===== src/rtl/lat_align_pkg.sv =====
package lat_align_pkg;

    localparam int LAT_W   = 4;
    localparam int RETRY_W = 5;
    localparam int MATCH_W = 3;

    typedef enum logic {
        ST_MEASURE = 1'b0,
        ST_LOCKED  = 1'b1
    } lock_st_e;

    typedef struct packed {
        lock_st_e           st;
        logic [LAT_W-1:0]   prev;
        logic [MATCH_W-1:0] match;
        logic [LAT_W-1:0]   lat;
        logic [RETRY_W-1:0] retry;
        logic               seen;
        logic               rst_req;
        logic               err;
        logic               los;
    } lock_regs_t;

    typedef struct packed {
        logic [LAT_W-1:0] cnt;
        logic             armed;
    } phase_regs_t;

endpackage


===== src/rtl/orbit_phase.sv =====
module orbit_phase
    import lat_align_pkg::*;
(
    input  logic             clk_i,
    input  logic             rst_ni,
    input  logic             local_bc0_i,
    output logic [LAT_W-1:0] phase_o,
    output logic             armed_o
);

    localparam logic [LAT_W-1:0] PH_SAT = '1;

    phase_regs_t q, d;

    always_comb begin
        d = q;
        if (local_bc0_i) begin
            d.cnt = '0;
        end else if (q.cnt != PH_SAT) begin
            d.cnt = q.cnt + 1'b1;
        end
        d.armed = q.armed | local_bc0_i;
    end

    assign phase_o = d.cnt;
    assign armed_o = q.armed;

    always_ff @(posedge clk_i or negedge rst_ni) begin
        if (!rst_ni) begin
            q.cnt   <= PH_SAT;
            q.armed <= 1'b0;
        end else begin
            q <= d;
        end
    end

    AST_PHASE_RESTART: assert property (@(posedge clk_i) disable iff (!rst_ni)
        local_bc0_i |=> (q.cnt == '0) && q.armed);

    AST_PHASE_HOLD_SAT: assert property (@(posedge clk_i) disable iff (!rst_ni)
        (q.cnt == PH_SAT && !local_bc0_i) |=> q.cnt == PH_SAT);

endmodule


===== src/rtl/link_lock.sv =====
module link_lock
    import lat_align_pkg::*;
#(
    parameter int MATCH_N   = 4,
    parameter int MAX_RETRY = 16
) (
    input  logic             clk_i,
    input  logic             rst_ni,
    input  logic             local_bc0_i,
    input  logic [LAT_W-1:0] phase_i,
    input  logic             armed_i,
    input  logic             link_bc0_i,
    input  logic [LAT_W-1:0] short_lat_i,
    input  logic             clear_i,
    output logic [LAT_W-1:0] lat_o,
    output logic             locked_o,
    output logic             rst_req_o,
    output logic             err_o,
    output logic             los_o
);

    localparam logic [LAT_W-1:0]   PH_SAT    = '1;
    localparam logic [MATCH_W-1:0] MATCH_END = MATCH_W'(MATCH_N);
    localparam logic [RETRY_W-1:0] RETRY_CAP = RETRY_W'(MAX_RETRY);

    lock_regs_t q, d;
    logic               missing;
    logic               in_win;
    logic [MATCH_W-1:0] match_base;
    logic [MATCH_W-1:0] next_match;

    always_comb begin
        d          = q;
        d.rst_req  = 1'b0;
        d.seen     = local_bc0_i ? link_bc0_i : (q.seen | link_bc0_i);
        missing    = armed_i & local_bc0_i & ~q.seen;
        in_win     = (phase_i != PH_SAT);
        match_base = missing ? '0 : q.match;
        next_match = '0;

        if (clear_i) begin
            d.st    = ST_MEASURE;
            d.match = '0;
            d.retry = '0;
            d.lat   = '0;
            d.err   = 1'b0;
            d.los   = 1'b0;
        end else if (q.st == ST_MEASURE) begin
            d.match = match_base;
            if (armed_i && link_bc0_i && in_win) begin
                if (match_base != '0 && phase_i == q.prev) begin
                    next_match = match_base + 1'b1;
                end else begin
                    next_match = MATCH_W'(1);
                end
                d.prev = phase_i;
                if (next_match == MATCH_END) begin
                    d.match = '0;
                    if (phase_i == short_lat_i) begin
                        d.st    = ST_LOCKED;
                        d.lat   = phase_i;
                        d.retry = '0;
                    end else if (q.retry == RETRY_CAP) begin
                        d.st  = ST_LOCKED;
                        d.lat = phase_i;
                        d.err = 1'b1;
                    end else begin
                        d.rst_req = 1'b1;
                        d.retry   = q.retry + 1'b1;
                    end
                end else begin
                    d.match = next_match;
                end
            end
        end else begin
            if (armed_i && ((phase_i == q.lat) != link_bc0_i)) begin
                d.st    = ST_MEASURE;
                d.los   = 1'b1;
                d.match = '0;
                d.lat   = '0;
            end
        end
    end

    always_ff @(posedge clk_i or negedge rst_ni) begin
        if (!rst_ni) begin
            q <= '0;
        end else begin
            q <= d;
        end
    end

    assign lat_o     = q.lat;
    assign locked_o  = (q.st == ST_LOCKED);
    assign rst_req_o = q.rst_req;
    assign err_o     = q.err;
    assign los_o     = q.los;

    AST_RST_ONE_CLOCK: assert property (@(posedge clk_i) disable iff (!rst_ni)
        q.rst_req |=> !q.rst_req);

    AST_RETRY_BOUND: assert property (@(posedge clk_i) disable iff (!rst_ni)
        q.retry <= RETRY_CAP);

    AST_ERR_AT_CAP: assert property (@(posedge clk_i) disable iff (!rst_ni)
        $rose(q.err) |-> ($past(q.retry) == RETRY_CAP) && (q.st == ST_LOCKED));

    AST_LOCK_IS_SHORT: assert property (@(posedge clk_i) disable iff (!rst_ni)
        (q.st == ST_LOCKED && !q.err) |-> q.lat == short_lat_i);

    AST_LOS_FROM_LOCK: assert property (@(posedge clk_i) disable iff (!rst_ni)
        $rose(q.los) |-> $past(q.st) == ST_LOCKED);

endmodule


===== src/rtl/link_delay.sv =====
module link_delay
    import lat_align_pkg::*;
#(
    parameter int DW    = 8,
    parameter int DEPTH = 8
) (
    input  logic             clk_i,
    input  logic             rst_ni,
    input  logic [DW-1:0]    data_i,
    input  logic             bc0_i,
    input  logic [LAT_W-1:0] dly_i,
    output logic [DW-1:0]    data_o,
    output logic             bc0_o
);

    localparam int PW = $clog2(DEPTH);
    localparam logic [LAT_W-1:0] DLY_MAX = LAT_W'(DEPTH - 1);

    typedef struct packed {
        logic [PW-1:0] wr;
        logic [DW:0]   word;
    } dl_regs_t;

    dl_regs_t q, d;
    logic [DW:0]   mem [DEPTH];
    logic [PW-1:0] eff;
    logic [PW-1:0] rd;

    always_comb begin
        d    = q;
        eff  = (dly_i > DLY_MAX) ? PW'(DEPTH - 1) : dly_i[PW-1:0];
        rd   = q.wr - eff;
        d.wr = q.wr + 1'b1;
        if (eff == '0) begin
            d.word = {bc0_i, data_i};
        end else begin
            d.word = mem[rd];
        end
    end

    always_ff @(posedge clk_i) begin
        mem[q.wr] <= {bc0_i, data_i};
    end

    always_ff @(posedge clk_i or negedge rst_ni) begin
        if (!rst_ni) begin
            q <= '0;
        end else begin
            q <= d;
        end
    end

    assign data_o = q.word[DW-1:0];
    assign bc0_o  = q.word[DW];

endmodule


===== src/rtl/latency_aligner.sv =====
module latency_aligner
    import lat_align_pkg::*;
#(
    parameter int N_LINKS   = 3,
    parameter int DW        = 8,
    parameter int DEPTH     = 8,
    parameter int MATCH_N   = 4,
    parameter int MAX_RETRY = 16
) (
    input  logic                       clk_i,
    input  logic                       rst_ni,
    input  logic                       local_bc0_i,
    input  logic [N_LINKS*DW-1:0]      link_data_i,
    input  logic [N_LINKS-1:0]         link_bc0_i,
    input  logic [N_LINKS*LAT_W-1:0]   cfg_short_lat_i,
    input  logic [LAT_W-1:0]           cfg_target_i,
    input  logic                       cfg_clear_i,
    output logic [N_LINKS*DW-1:0]      aln_data_o,
    output logic [N_LINKS-1:0]         aln_bc0_o,
    output logic [N_LINKS-1:0]         deser_rst_o,
    output logic [N_LINKS-1:0]         locked_o,
    output logic [N_LINKS-1:0]         retry_err_o,
    output logic [N_LINKS-1:0]         sync_lost_o,
    output logic [N_LINKS*LAT_W-1:0]   link_lat_o
);

    localparam logic [LAT_W-1:0] DLY_MAX = LAT_W'(DEPTH - 1);

    logic [LAT_W-1:0] phase;
    logic             armed;

    orbit_phase u_phase (
        .clk_i       (clk_i),
        .rst_ni      (rst_ni),
        .local_bc0_i (local_bc0_i),
        .phase_o     (phase),
        .armed_o     (armed)
    );

    for (genvar k = 0; k < N_LINKS; k++) begin : g_link
        logic [LAT_W-1:0] lat;
        logic [LAT_W-1:0] dly;

        link_lock #(
            .MATCH_N   (MATCH_N),
            .MAX_RETRY (MAX_RETRY)
        ) u_lock (
            .clk_i       (clk_i),
            .rst_ni      (rst_ni),
            .local_bc0_i (local_bc0_i),
            .phase_i     (phase),
            .armed_i     (armed),
            .link_bc0_i  (link_bc0_i[k]),
            .short_lat_i (cfg_short_lat_i[k*LAT_W +: LAT_W]),
            .clear_i     (cfg_clear_i),
            .lat_o       (lat),
            .locked_o    (locked_o[k]),
            .rst_req_o   (deser_rst_o[k]),
            .err_o       (retry_err_o[k]),
            .los_o       (sync_lost_o[k])
        );

        always_comb begin
            dly = (lat > cfg_target_i) ? '0 : (cfg_target_i - lat);
        end

        link_delay #(
            .DW    (DW),
            .DEPTH (DEPTH)
        ) u_delay (
            .clk_i  (clk_i),
            .rst_ni (rst_ni),
            .data_i (link_data_i[k*DW +: DW]),
            .bc0_i  (link_bc0_i[k]),
            .dly_i  (dly),
            .data_o (aln_data_o[k*DW +: DW]),
            .bc0_o  (aln_bc0_o[k])
        );

        assign link_lat_o[k*LAT_W +: LAT_W] = lat;

        AST_DLY_IN_RANGE: assert property (@(posedge clk_i) disable iff (!rst_ni)
            locked_o[k] |-> dly <= DLY_MAX);
    end

    AST_ALIGNED_TOGETHER: assert property (@(posedge clk_i) disable iff (!rst_ni)
        ((&locked_o) && $past(&locked_o)) |-> (aln_bc0_o == '0 || aln_bc0_o == '1));

endmodule


===== config.mk =====
export PLATFORM = sky130hd
export DESIGN_NAME = latency_aligner
export DESIGN_NICKNAME = d
export VERILOG_FILES = /design/src/rtl/lat_align_pkg.sv /design/src/rtl/orbit_phase.sv /design/src/rtl/link_lock.sv /design/src/rtl/link_delay.sv /design/src/rtl/latency_aligner.sv
export SDC_FILE = /design/constraint.sdc
export NUM_CORES = 1
export LEC_CHECK = 0
export BUFFER_PORTS_ARGS = -buffer_cell sky130_fd_sc_hd__buf_2
export CORE_MARGIN = 2
export CORE_UTILIZATION = 55
export CTS_CLUSTER_SIZE = 24
export DETAILED_ROUTE_END_ITERATION = 7
export PLACE_DENSITY = 0.81
export SETUP_SLACK_MARGIN = 0.2
export SYNTH_ARGS = -nofsm -noshare
export SYNTH_HDL_FRONTEND = slang
export SYNTH_SLANG_ARGS = --single-unit

===== constraint.sdc =====
create_clock -name clk_i -period 6.6 [get_ports clk_i]
set_input_delay 0 -clock clk_i [delete_from_list [all_inputs] [get_ports clk_i]]
set_output_delay 0 -clock clk_i [all_outputs]
set_load 0.05 [all_outputs]

# Word level (Yosys, flattened, before mapping)
# Memories as Yosys holds them, arrays and structs flattened. A register that Yosys moved wholly into a read port is not among the register bits.
# Index checks and enable logic that the tools add are counted.
# totals
ramBits	216
n_memories	3
latchBits	0
rom_bits	0
regBits	77
input_bits	47
# classes
n_mul	0
div	0
bitwise	15
add_sub_neg	16
n_shift	0
magnitude_cmp	6
reduce_logical	57
n_eq_ne	32
muxes	104
# memory_table
memory	words	word_bits	rd	rd_ports_with_merged_regs	wr	line	text
g_link[0].u_delay.mem	8	9	1	1	1	link_delay.sv:25	logic [DW:0] mem [DEPTH];
g_link[1].u_delay.mem	8	9	1	1	1	link_delay.sv:25	
g_link[2].u_delay.mem	8	9	1	1	1	link_delay.sv:25	
# op_table
operator	count
3-bit two-way mux	21
9-bit two-way mux	6
17-bit two-way mux	3
7-bit two-way mux	6
4-bit == test	9
1-bit two-way mux	36
12-bit two-way mux	3
4-bit two-way mux	8
2-bit two-way mux	15
5-bit two-way mux	6
2-bit nonzero test	15
3-bit nonzero test	9
4-bit AND reduction	6
3-bit by 1-bit adder with 3-bit output (second input constant)	6
5-bit by 1-bit adder with 5-bit output (second input constant)	3
5-bit == test (second input constant)	3
5-bit AND reduction	3
4-bit by 3-bit greater-than comparator with 1-bit output (second input constant)	3
4-bit greater-than comparator	3
1-bit logical AND	12
2-bit != test (second input constant)	6
4-bit nonzero test	3
4-bit subtractor	3
3-bit == test (second input constant)	3
12 further kinds	39

# Logic depth before layout (Yosys ltp)
# logic_depth
ltp_word	14
mapped_depth	19

# Modules after synthesis
# From an unflattened synthesis, not the netlist that was laid out.
# hier_totals
hier_cells	1138
hier_area_um2	16039.1
# by_module_without_submodules
mod	cells_per_inst	area_per_inst_um2	n_inst	seq_area_each_um2
link_delay	199	3654.8	3	2462.4
link_lock (g_link[1].u_lock)	154	1491.4	1	525.5
link_lock (g_link[0].u_lock)	151	1431.4	1	525.5
link_lock (g_link[2].u_lock)	134	1332.5	1	525.5
latency_aligner	77	539.3	1	0.0
orbit_phase	25	280.3	1	130.1

# Worst setup path before layout
# OpenSTA, ideal clock, no wires.
# synth_timing
path_kind	flip-flop to flip-flop
from	register g_link[1].u_lock.q (netlist bit g_link[1].u_lock.lat_o[1])
to	register, netlist name g_link[1].u_delay.bc0_o
slack_ns	2.399
stages_incl_launch_ff	19
required_time_ns	6.475
setup_time_ns	0.125
t_arrival_ns	4.076
path_cell_list	dfrtp_1 -> inv_1 -> ha_1 -> nor2b_1 -> o21a_1 -> o21ai_0 -> and2_1 -> inv_1 -> a21oi_1 -> ha_1 -> inv_1 -> fa_1 -> clkbuf_1 -> nor3b_1 -> o211ai_1 -> nand4_1 -> nor4_2 -> mux2_2 -> mux2_2
# synth_via
elab_chain_cells	5
word_cells_on_any_way	6
classes_between	add/sub (2); order compare (2); mux (2)
# synth_rtl
item	line	text
from (decl)	link_lock.sv:26	lock_regs_t q, d;
from (signal assigned)	link_lock.sv:87	q <= '0;
from (signal assigned)	link_lock.sv:89	q <= d;
4-bit subtractor / 4-bit greater-than comparator (equally long branches)	latency_aligner.sv:64	dly = (lat > cfg_target_i) ? '0 : (cfg_target_i - lat);
4-bit two-way mux *	latency_aligner.sv:64	
4-bit by 3-bit greater-than comparator with 1-bit output	link_delay.sv:31	eff = (dly_i > DLY_MAX) ? PW'(DEPTH - 1) : dly_i[PW-1:0];
3-bit two-way mux *	link_delay.sv:31	
3-bit subtractor *	link_delay.sv:32	rd = q.wr - eff;
# Mark *: on every way between the ends. The rest lies on a longest branch, timed or not.
# A chain may end at the register's enable or synchronous reset.

# Worst setup path after layout
# layout_timing
from	register g_link[2].u_lock.q (netlist bit g_link[2].u_lock.lat_o[1])
to	register, netlist name g_link[2].u_delay.bc0_o
# layout_via
elab_chain_cells	5
word_cells_on_any_way	6
classes_between	add/sub (2); order compare (2); mux (2)
# layout_rtl
item	line
from (decl)	link_lock.sv:26
from (signal assigned)	link_lock.sv:87
from (signal assigned)	link_lock.sv:89
4-bit subtractor / 4-bit greater-than comparator (equally long branches)	latency_aligner.sv:64
4-bit two-way mux *	latency_aligner.sv:64
4-bit by 3-bit greater-than comparator with 1-bit output	link_delay.sv:31
3-bit two-way mux *	link_delay.sv:31
3-bit subtractor *	link_delay.sv:32
# Marked as above.

==> metrics.md <==
| Metric | Value |
|---|---|
| Post-layout util | 0.6354 |
| Site Rows | 60 |
| Mux contribution to synthesized area | 0.1330 |
| P_leak | 0.006437 uW |
| Total negative slack | 0 ns |
| Drt pass-1 iters | 5 |
| Max-cap violations | 0 |
| Die area | 29030 um2 |
| Hold Crit Class | in2async |
| RR Endpoint | g_link[2].u_delay.bc0_o |
| H-tree Lvls | 2 |
| Clock slew seen by the registers of the worst setup and hold paths | 0.06 ns |
| Die Span X | 170.4 um |
| Final worst slack | 2.111 ns |
| Max frequency | about 220 MHz |
| Fraction of the mapped netlist area in adder cells | 0.03336 |
| Compound-Gate Fraction of Synth Area | 0.06944 |
| Endpoint class of the critical path | flop |
| # diodes | 0 |
| WL final | 31.16 mm |
| Synth warn | 0 |
| CP Data Arrival Time | 4.87 ns |
| Post-DP HPWL | 20.03 mm |
| Placer's final routability congestion estimate | 0.8699 |
| Cell area after synthesis | around 15000 um2 |
| Worst slack, placed | 2.086 ns |
| Worst r2r path cells | 14 |
| Slew margin rel. | 0.3233 |
| Period Utilization, post-route | 0.6801 |
| Number of DRC markers in iteration 0 | about 730 |
| Worst-margin pin slew | between 1 and 1.5 ns |
| Vias in the first global route | 9177 |
| Max-slew violation count | 0 |
| Net Count, Synth | 1137 |
| Top Ports | 98 |
| Residual DRC count | 0 |
| Core area | around 27000 um2 |
| Wire length per cell | 20.20 um |
| Share of layout cells above drive strength 1 | 0.2707 |
| CTS Buf Count | 35 |
| Combinational family with the most area after synthesis | multiplexers |
| Post-synthesis sequential area ratio | 0.5973 |
| Filler cells | 1949 |
| Initial antenna violation count | 0 |
| Power Total | between 4000 and 5000 uW |
| Critical Path Fanout Max | 19 |
| Crit Path Class | reg2reg |
| Buffers on Ports | 97 |
| Status | finished clean |
| Post-synth EDFFs | 216 |
| Root Buffer | clkbuf_16 |
| Number of hold violations in the final report | 0 |
| Synthesis-stage register bit count | 320 |
| XOR/XNOR Fraction of Synth Area | 0.02704 |
| CP Launch Type | flop |
| Primary FF master, synth | edfxtp_1 |
| Synth Area in Simple Gates | 0.09204 |
| Antenna Violating Nets Remaining | 0 |
| CP Data Required Time | 6.98 ns |
| Clock latency on the worst-skew pair | 0.51 ns |
| Clock sink count | 320 |
| Unrepaired setup endpoints after global routing | false |
| CTS tree | done |
| Number of cells upsized or downsized after cts | 0 |
| GRT Overall Usage | 0.2235 |
| Final Skew | 0.01167 ns |
| Initial Util | 0.5618 |
| Final Hold Slack | 0.03655 ns |
| DR vias | 9079 |
| Area Growth Syn to Fin | 13.09% |
| Overflow after GRT | 0 |
| Setup violations, final | 0 |
| Detailed-route vias per instance | 5.884 |
| Fraction of registers with async set/reset | 0.3250 |
| First-pass GRT wire length | between 50 and 60 mm |
| Nets@finish | 1229 |
| R2R setup slack | roughly 2.1 ns |
| Avg Cell Area, Syn | 14.46 um2 |
| Fin crit period | ~4.5 ns |
| Peak VDD IR | around 0.20 mV |
| Largest net degree at the start of global routing | 73 |
| Netlist cell types | a little over 70 |
| Start of the worst register-to-register path | g_link[2].u_lock.lat_o[1] |
| Cell Pwr Density | 276.7 nW/um2 |
| Clock tree buffer depth | 3 |
| Cells after Synth | 1053 |
| Die height | 170.4 um |
-- power breakdown --
| group | internal (uW) | switching [uW] | total (uW) |
|---|---|---|---|
| Sequential | 2210 | 27.6 | 2240 |
| Combinational | 241 | 395 | 636 |
| Clock | 1130 | 760 | 1890 |
| Total | 3580 | 1180 | 4760 |
-- stage by stage --
stage / instances / cell area [um2]
6_report: 1543 / 17220
2_1_floorplan: 1053 / 15230
3_5_place_dp: 1450 / 15800
5_1_grt: 1543 / 17220
3_3_place_gp: 1450 / 15800
4_1_cts: 1543 / 17220
-- worst max path at each step --
stage | start | endpoint | slack, ns | cells after the start
2_1_floorplan | g_link[1].u_lock.lat_o[1] | g_link[1].u_delay.bc0_o | 2.40 | 18
3_3_place_gp | g_link[2].u_lock.lat_o[1] | g_link[2].u_delay.data_o[6] | 2.27 | 14
3_5_place_dp | g_link[1].u_lock.lat_o[1] | g_link[1].u_delay.data_o[6] | 2.09 | 14
4_1_cts | g_link[2].u_lock.lat_o[1] | g_link[2].u_delay.data_o[4] | 2.06 | 14
5_1_grt | g_link[1].u_lock.lat_o[1] | g_link[1].u_delay.data_o[3] | 1.75 | 14
6_report | g_link[2].u_lock.lat_o[1] | g_link[2].u_delay.bc0_o | 2.11 | 14
-- logic make-up (layout without fill, tap and decap cells) --
| kind of cell | Yosys count | count (layout) |
|---|---|---|
| XOR/XNOR | 47 | 47 |
| multiplexers | 126 | 126 |
| AND/OR/NAND/NOR | 239 | 239 |
| AO/OA/AOI/OAI | 146 | 146 |
| adder cells (fa/ha/maj) | 37 | 37 |
| flip-flops | 320 | 320 |
| buffers and inverters | 138 | 256 |
-- cell usage in the layout (no fill, tap or decap), types with 28 or more instances in the layout --
master,instances
edfxtp_1,216
dfrtp_1,100
buf_2,96
mux2_2,68
mux4_2,54
inv_1,42
xnor2_1,37
clkbuf_16,37
nor2_1,36
ha_1,31
nand2_1,30
dlygate4sd3_1,30
a21oi_1,28
-- critical path, cell delays in order (launching register included) --
cell,delay (ns)
dfrtp_1,0.41
inv_1,0.10
ha_1,0.27
nor2b_1,0.13
o21a_1,0.24
o21ai_0,0.22
and2_1,0.18
inv_1,0.05
a21oi_1,0.17
ha_1,0.17
inv_1,0.05
fa_1,1.11
xnor2_1,0.21
nand4_1,0.56
mux2_2,0.50
-- repair_timing --
| action | CTS | global route |
|---|---|---|
| endpoints found under the hold margin | 289 | 0 |
| buffers inserted | 0 | 0 |
| hold buffers | 30 | 0 |
-- layout make-up --
type                    instances  area [um2]  share of cell area
flip-flops and latches        320        9094              0.5281
multi-input cells             595        5428              0.3152
clock buffers                  51       998.5             0.05799
repair buffers                148       945.9             0.05493
well taps                     372       465.4             0.02703
inverters                      45       168.9            0.009810
clock inverters                12       118.9            0.006903
-- sequential cells by signal, summed over array words and instances, names as in the netlist --
register / flops
g_link.u_delay.bc0_o: 3
g_link.u_delay.data_o: 24
g_link.u_delay.mem: 216
g_link.u_delay.q: 9
g_link.u_lock.err_o: 3
g_link.u_lock.lat_o: 12
g_link.u_lock.locked_o: 3
g_link.u_lock.los_o: 3
g_link.u_lock.q: 39
g_link.u_lock.rst_req_o: 3
u_phase.armed_o: 1
u_phase.q: 4
-- metal layers --
layer  part of all wire  wire (um)  global-route usage
met2               0.49      15290              0.3722
met3              0.065       2026             0.04488
met1               0.43      13250              0.3043
met5                  0          0                   0
met4              0.019        594             0.05686
-- cells in the mapped netlist (24+ instances only) --
cell type | number | area share
edfxtp_1 | 216 | 0.43
ha_1 | 31 | 0.025
buf_4 | 54 | 0.027
mux2_2 | 68 | 0.050
xnor2_1 | 37 | 0.021
nand2_1 | 30 | 0.0074
a21oi_1 | 28 | 0.0092
mux4_2 | 54 | 0.080
o21ai_0 | 24 | 0.0079
clkbuf_1 | 27 | 0.0067
nor2_1 | 36 | 0.0089
inv_1 | 42 | 0.010
dfrtp_1 | 100 | 0.16
Power figures use the tool's default switching activity.
